$ cat config.mk
export PLATFORM = sky130hd
export DESIGN_NAME = sock_index_port
export DESIGN_NICKNAME = d
export VERILOG_FILES = /design/src/rtl/sock_index_port_pkg.sv /design/src/rtl/sock_index_port_ctrl.sv /design/src/rtl/sock_index_port_dp.sv /design/src/rtl/sock_index_port.sv
export SDC_FILE = /design/constraint.sdc
export NUM_CORES = 2
export LEC_CHECK = 0
export ABC_AREA = 0
export BUFFER_PORTS_ARGS = -buffer_cell sky130_fd_sc_hd__buf_2
export CAP_MARGIN = 0
export CORE_AREA = 2 2 623 501
export DETAILED_ROUTE_END_ITERATION = 16
export DIE_AREA = 0 0 625 503
export PLACE_DENSITY = 0.54
export SYNTH_ARGS = -nofsm -noshare
export SYNTH_HDL_FRONTEND = slang
export SYNTH_SLANG_ARGS = --single-unit
$ cat constraint.sdc
create_clock -name clk -period 7.7 [get_ports clk]
set_input_delay 0 -clock clk [delete_from_list [all_inputs] [get_ports clk]]
set_output_delay 0 -clock clk [all_outputs]
set_load 0.01 [all_outputs]
$ cat src/rtl/sock_index_port_pkg.sv
package sock_index_port_pkg;

  // Strobes from the control half to the datapath half.
  typedef struct packed {
    logic idxLoad;
    logic idxRead;
    logic dataRead;
    logic dataWrite;
    logic sockOk;
  } portCtl_t;

  localparam int STATUS_LREG = 1;
  localparam int PRESENT_BIT_A = 2;
  localparam int PRESENT_BIT_B = 3;

  // Configured socket count selected by the 2-bit field.
  function automatic logic [2:0] sockCount(input logic [1:0] cfg);
    case (cfg)
      2'b00:   sockCount = 3'd2;
      2'b01:   sockCount = 3'd1;
      default: sockCount = 3'd4;
    endcase
  endfunction

endpackage

$ cat src/rtl/sock_index_port_ctrl.sv
module sock_index_port_ctrl
  import sock_index_port_pkg::*;
#(
  parameter int NUM_SOCK = 4,
  parameter int LREG_W   = 6,
  parameter int DATA_W   = 8,
  localparam int SOCK_W  = $clog2(NUM_SOCK),
  localparam int CNT_W   = SOCK_W + 1
) (
  input  logic              clk,
  input  logic              rstN,
  input  logic              hostWr,
  input  logic              hostRd,
  input  logic              hostAddr,
  input  logic [1:0]        sockCfg,
  input  logic [DATA_W-1:0] idxQ,
  output portCtl_t          ctl,
  output logic [SOCK_W-1:0] sock,
  output logic [LREG_W-1:0] lreg,
  output logic [NUM_SOCK-1:0] sockEn,
  output logic              rdStrobe,
  output logic              wrStrobe,
  output logic [SOCK_W-1:0] strobeSock,
  output logic [LREG_W-1:0] strobeReg
);

  logic [2:0]       rawCnt;
  logic [CNT_W-1:0] cnt;
  logic             wrAcc;
  logic             rdAcc;

  assign rawCnt = sockCount(sockCfg);
  assign cnt    = (int'(rawCnt) > NUM_SOCK) ? CNT_W'(NUM_SOCK) : CNT_W'(rawCnt);

  // Fixed stride decode: upper bits socket, lower bits local register.
  assign sock = idxQ[LREG_W +: SOCK_W];
  assign lreg = idxQ[LREG_W-1:0];

  genvar g;
  generate
    for (g = 0; g < NUM_SOCK; g++) begin : gEn
      assign sockEn[g] = (CNT_W'(g) < cnt);
    end
  endgenerate

  // Write wins when both requests are raised.
  assign wrAcc = hostWr;
  assign rdAcc = hostRd & ~hostWr;

  always_comb begin
    ctl.sockOk    = ({1'b0, sock} < cnt);
    ctl.idxLoad   = wrAcc & ~hostAddr;
    ctl.idxRead   = rdAcc & ~hostAddr;
    ctl.dataRead  = rdAcc & hostAddr;
    ctl.dataWrite = wrAcc & hostAddr & ctl.sockOk;
  end

  always_ff @(posedge clk) begin
    if (!rstN) begin
      rdStrobe   <= 1'b0;
      wrStrobe   <= 1'b0;
      strobeSock <= '0;
      strobeReg  <= '0;
    end else begin
      rdStrobe <= ctl.dataRead & ctl.sockOk;
      wrStrobe <= ctl.dataWrite;
      if ((ctl.dataRead & ctl.sockOk) | ctl.dataWrite) begin
        strobeSock <= sock;
        strobeReg  <= lreg;
      end
    end
  end

endmodule

$ cat src/rtl/sock_index_port_dp.sv
module sock_index_port_dp
  import sock_index_port_pkg::*;
#(
  parameter int NUM_SOCK = 4,
  parameter int LREG_W   = 6,
  parameter int DATA_W   = 8,
  localparam int SOCK_W  = $clog2(NUM_SOCK),
  localparam int REGS    = 1 << LREG_W,
  localparam int DEPTH   = NUM_SOCK * REGS,
  localparam int ADDR_W  = SOCK_W + LREG_W
) (
  input  logic                       clk,
  input  logic                       rstN,
  input  portCtl_t                   ctl,
  input  logic [SOCK_W-1:0]          sock,
  input  logic [LREG_W-1:0]          lreg,
  input  logic [NUM_SOCK-1:0]        sockEn,
  input  logic [DATA_W-1:0]          hostWdata,
  input  logic [NUM_SOCK*DATA_W-1:0] sockStatus,
  output logic [DATA_W-1:0]          idxQ,
  output logic [DATA_W-1:0]          hostRdata,
  output logic [NUM_SOCK-1:0]        cardPresent
);

  logic [DATA_W-1:0] regBank [DEPTH];
  logic [DATA_W-1:0] statusArr [NUM_SOCK];
  logic [ADDR_W-1:0] bankAddr;
  logic              isStatus;
  logic [DATA_W-1:0] rdNext;

  assign bankAddr = {sock, lreg};
  assign isStatus = (lreg == LREG_W'(STATUS_LREG));

  genvar g;
  generate
    for (g = 0; g < NUM_SOCK; g++) begin : gSock
      assign statusArr[g]   = sockStatus[g*DATA_W +: DATA_W];
      assign cardPresent[g] = sockEn[g] & statusArr[g][PRESENT_BIT_A]
                                        & statusArr[g][PRESENT_BIT_B];
    end
  endgenerate

  always_ff @(posedge clk) begin
    if (!rstN) begin
      idxQ <= '0;
    end else if (ctl.idxLoad) begin
      idxQ <= hostWdata;
    end
  end

  always_ff @(posedge clk) begin
    if (!rstN) begin
      for (int i = 0; i < DEPTH; i++) regBank[i] <= '0;
    end else if (ctl.dataWrite && !isStatus) begin
      regBank[bankAddr] <= hostWdata;
    end
  end

  always_comb begin
    rdNext = hostRdata;
    if (ctl.idxRead) begin
      rdNext = idxQ;
    end else if (ctl.dataRead) begin
      if (!ctl.sockOk)    rdNext = '0;
      else if (isStatus)  rdNext = statusArr[sock];
      else                rdNext = regBank[bankAddr];
    end
  end

  always_ff @(posedge clk) begin
    if (!rstN) hostRdata <= '0;
    else       hostRdata <= rdNext;
  end

endmodule

$ cat src/rtl/sock_index_port.sv
module sock_index_port
  import sock_index_port_pkg::*;
#(
  parameter int NUM_SOCK = 4,
  parameter int LREG_W   = 6,
  parameter int DATA_W   = 8,
  localparam int SOCK_W  = $clog2(NUM_SOCK)
) (
  input  logic                       clk,
  input  logic                       rstN,
  input  logic                       hostWr,
  input  logic                       hostRd,
  input  logic                       hostAddr,
  input  logic [DATA_W-1:0]          hostWdata,
  output logic [DATA_W-1:0]          hostRdata,
  input  logic [1:0]                 sockCfg,
  input  logic [NUM_SOCK*DATA_W-1:0] sockStatus,
  output logic [NUM_SOCK-1:0]        cardPresent,
  output logic                       rdStrobe,
  output logic                       wrStrobe,
  output logic [SOCK_W-1:0]          strobeSock,
  output logic [LREG_W-1:0]          strobeReg
);

  portCtl_t            ctl;
  logic [DATA_W-1:0]   idxQ;
  logic [SOCK_W-1:0]   sock;
  logic [LREG_W-1:0]   lreg;
  logic [NUM_SOCK-1:0] sockEn;

  sock_index_port_ctrl #(.NUM_SOCK(NUM_SOCK), .LREG_W(LREG_W), .DATA_W(DATA_W)) u_ctrl (
    .clk(clk), .rstN(rstN), .hostWr(hostWr), .hostRd(hostRd), .hostAddr(hostAddr),
    .sockCfg(sockCfg), .idxQ(idxQ), .ctl(ctl), .sock(sock), .lreg(lreg),
    .sockEn(sockEn), .rdStrobe(rdStrobe), .wrStrobe(wrStrobe),
    .strobeSock(strobeSock), .strobeReg(strobeReg)
  );

  sock_index_port_dp #(.NUM_SOCK(NUM_SOCK), .LREG_W(LREG_W), .DATA_W(DATA_W)) u_dp (
    .clk(clk), .rstN(rstN), .ctl(ctl), .sock(sock), .lreg(lreg), .sockEn(sockEn),
    .hostWdata(hostWdata), .sockStatus(sockStatus), .idxQ(idxQ),
    .hostRdata(hostRdata), .cardPresent(cardPresent)
  );

endmodule

==> summary.txt <==
GPL Wtd Cong = 0.925
Area of the core = 309000 sq um
Synth Flop Type = edfxtp_1
IO Port Bufs = 68
Rel. slew slack = 6.87%
Die area = 314000 sq um
Total track usage = 18.9%
WL/cell = 28.6 um
Global-route wire length before repair = 424 mm
DR iter-0 viols = 9475
Critical path required time = 8.18 ns
Fin crit share = 71.0%
Inst Count DP = 10200
CTS tree = yes
Crit end category = flip-flop
Num rows = 183
Most frequent cells in the layout = 2048 x edfxtp_1, 1923 x nor2_1, 489 x mux4_2
Worst Hold Class = input port to flip-flop
Die Height = 503 um
Antenna-violating nets left = 0
Post-route DRC = 0
Num CTS Buffers = 209
Initial antenna violation count = 12
CTS clock-pin slew for the worst setup and hold paths = 0.06 ns
YS warnings = 0
Worst EP arrival = 5.95 ns
Fmax = 183 MHz
First-pass DRT Iterations = 6
Max FO, Critical Path = 48
Detailed placement HPWL = 200 mm
Sequential-to-total area share from yosys stat = 67.5%
Final max-slew violation count = 0
Critical path class = flip-flop to flip-flop
RSZ-0062 raised after global routing = no
Final hold viol count = 0
Leading cell type in the layout, fill and taps excluded = edfxtp_1
Worst Tran Pin Value = 1.36 ns
Bufs on Longest Clock Path = 3
Synthesized cell area = 92200 sq um
Static leakage = 33.0 nW
Die width = 625 um
Post-Synthesis Cells = 6483
Layout Cells excl Fill = 10600
Total negative slack = 0 ns
FFs w/ async S/R, synth = 0%
Layout cells sized above 1 = 16.5%
Routed wire length = 302 mm
Vias = 57700
CTS root buf = clkbuf_16
Crit start category = flip-flop
Synth-to-Final Area Change = 12.2%
Syn Area/Cell = 14.2 sq um
Initial core utilization = 29.8%
Fin nets = 6372
Post-synth EDFFs = 2048
Max VDD drop = 0.000246 V
Vias in the first global route = 54400
Total gr overflow = 0
Largest net degree at the start of global routing = 126
Num ports = 69
CTS Sinks = 2082
Worst-Skew Late Latency = 0.88 ns
Unique cell type count in the Yosys netlist = 73
Cell Pwr Density = 242 nW/um^2
Final setup fails = 0
#FFs+latches synth = 2082
Crit path time final = 5.47 ns
DR vias/cell = 5.45
Setup repair bufs after CTS = 0
FILL cells = 29600
H-tree levels = 4
MaxCap Viol Count = 0
Status = completed
Worst-case clock skew = 0.0369 ns
## flip-flops by register name, summed over array words and instances (netlist names), named ones only
signal             flops
u_dp.regBank        2048
u_dp.hostRdata         8
u_dp.idxQ              8
u_ctrl.strobeReg       6
u_ctrl.strobeSock      2
u_ctrl.rdStrobe        1
u_ctrl.wrStrobe        1
## cell usage after synthesis (4+ instances only)
master | number | share of area [%]
mux4_2 | 489 | 12
nand2_1 | 285 | 1.2
nor2b_1 | 19 | 0.13
nand4_1 | 8 | 0.054
o31ai_1 | 5 | 0.041
o22ai_1 | 48 | 0.33
nor4_1 | 8 | 0.054
nor2_1 | 1924 | 7.8
buf_1 | 13 | 0.053
a31oi_1 | 16 | 0.11
o21ai_0 | 260 | 1.4
a2111oi_0 | 8 | 0.076
o211ai_1 | 10 | 0.081
or3_1 | 6 | 0.041
nand2b_1 | 20 | 0.14
mux2i_1 | 162 | 1.8
edfxtp_1 | 2048 | 67
o2111ai_1 | 6 | 0.057
nor3_1 | 29 | 0.16
buf_12 | 5 | 0.11
and2_1 | 98 | 0.67
mux2_2 | 19 | 0.23
nor3b_1 | 4 | 0.033
or2_2 | 8 | 0.054
dfxtp_1 | 34 | 0.74
inv_1 | 7 | 0.029
and3_1 | 113 | 0.77
a21oi_1 | 47 | 0.26
mux4_1 | 28 | 0.80
a311oi_1 | 5 | 0.048
a211o_1 | 7 | 0.067
buf_2 | 63 | 0.34
buf_6 | 29 | 0.35
buf_4 | 36 | 0.29
a22oi_1 | 10 | 0.081
clkbuf_1 | 484 | 2.0
a311o_1 | 4 | 0.043
nand3_1 | 33 | 0.18
o221ai_1 | 14 | 0.13
nand3b_1 | 6 | 0.049
a211oi_1 | 15 | 0.12
## critical path, cell delays in order, from the launching register on
cell	delay [ns]
dfxtp_2	0.60
or3b_1	0.50
a21oi_1	0.40
o21a_1	0.22
nand3_1	0.37
nor2_1	0.73
nand3_4	0.74
buf_4	0.56
o21ai_0	0.91
## final cells by class
| cell class | instances | area [sq um] | area share, % |
|---|---|---|---|
| Clock inverter | 146 | 1520 | 1.47 |
| Multi-Input combinational cell | 3788 | 27300 | 26.4 |
| Clock buffer | 250 | 5400 | 5.23 |
| Antenna cell | 2 | 5.00 | 0.00484 |
| Tap cell | 4070 | 5090 | 4.92 |
| Inverter | 12 | 50.0 | 0.0484 |
| Sequential cell | 2082 | 62200 | 60.1 |
| Timing Repair Buffer | 230 | 1840 | 1.78 |
## kinds of logic after synthesis
group | Yosys count | synth area share (%)
compound gates | 487 | 3.16
fa+ha+maj | 2 | 0.0272
other cells | 1 | 0.00407
mux | 698 | 14.7
simple gates | 2569 | 11.4
flops | 2082 | 67.5
buf+inv | 644 | 3.20
## per-layer routing
metal / global-route usage, % / up-vias / share of wire [%]
met5: 0 / - / 0.0043
met4: 5.80 / 2 / 3.2
met3: 5.01 / 446 / 12
met2: 27.2 / 3725 / 43
met1: 27.6 / 29900 / 42
li1: - / 23600 / -
## power breakdown
group / switching (W) / total (W) / internal [W]
combinational: 0.00107 / 0.00159 / 0.000518
sequential: 0.000187 / 0.0130 / 0.0128
clock: 0.00458 / 0.0104 / 0.00587
total: 0.00583 / 0.0250 / 0.0192
## metrics by stage
step / setup WS [ns] / utilization [%] / total power, W / instance area, sq um / hold slack (ns)
6_report: 2.23 / 33.5 / 0.0250 / 103000 / 0.0667
2_1_floorplan: 4.65 / - / 0.0141 / 92300 / 0.0900
3_3_place_gp: 2.34 / 31.2 / 0.0147 / 96300 / 0.305
3_5_place_dp: 2.26 / 31.2 / 0.0148 / 96300 / 0.311
5_1_grt: 1.98 / 33.5 / 0.0256 / 103000 / 0.0615
4_1_cts: 2.26 / 33.5 / 0.0251 / 103000 / 0.0361
## worst paths after layout
check / to / start / depth (start not counted) / slack, ns
worst max-delay path: u_dp.regBank[203][3] / u_dp.idxQ[6] / 8 / 2.23
worst min-delay path: u_dp.hostRdata[7] / sockStatus[7] / 4 / 0.07
worst max register to register: u_dp.regBank[203][3] / u_dp.idxQ[6] / 8 / 2.23
worst min register to register: u_ctrl.strobeReg[2] / u_ctrl.strobeReg[2] / 2 / 0.50
## repair_timing
action                                 in CTS  in global routing
resized for setup                           0                  0
endpoints found under the hold margin      99                  0
hold buffers                               17                  0
No activity file was read; power rests on OpenSTA's default activity.
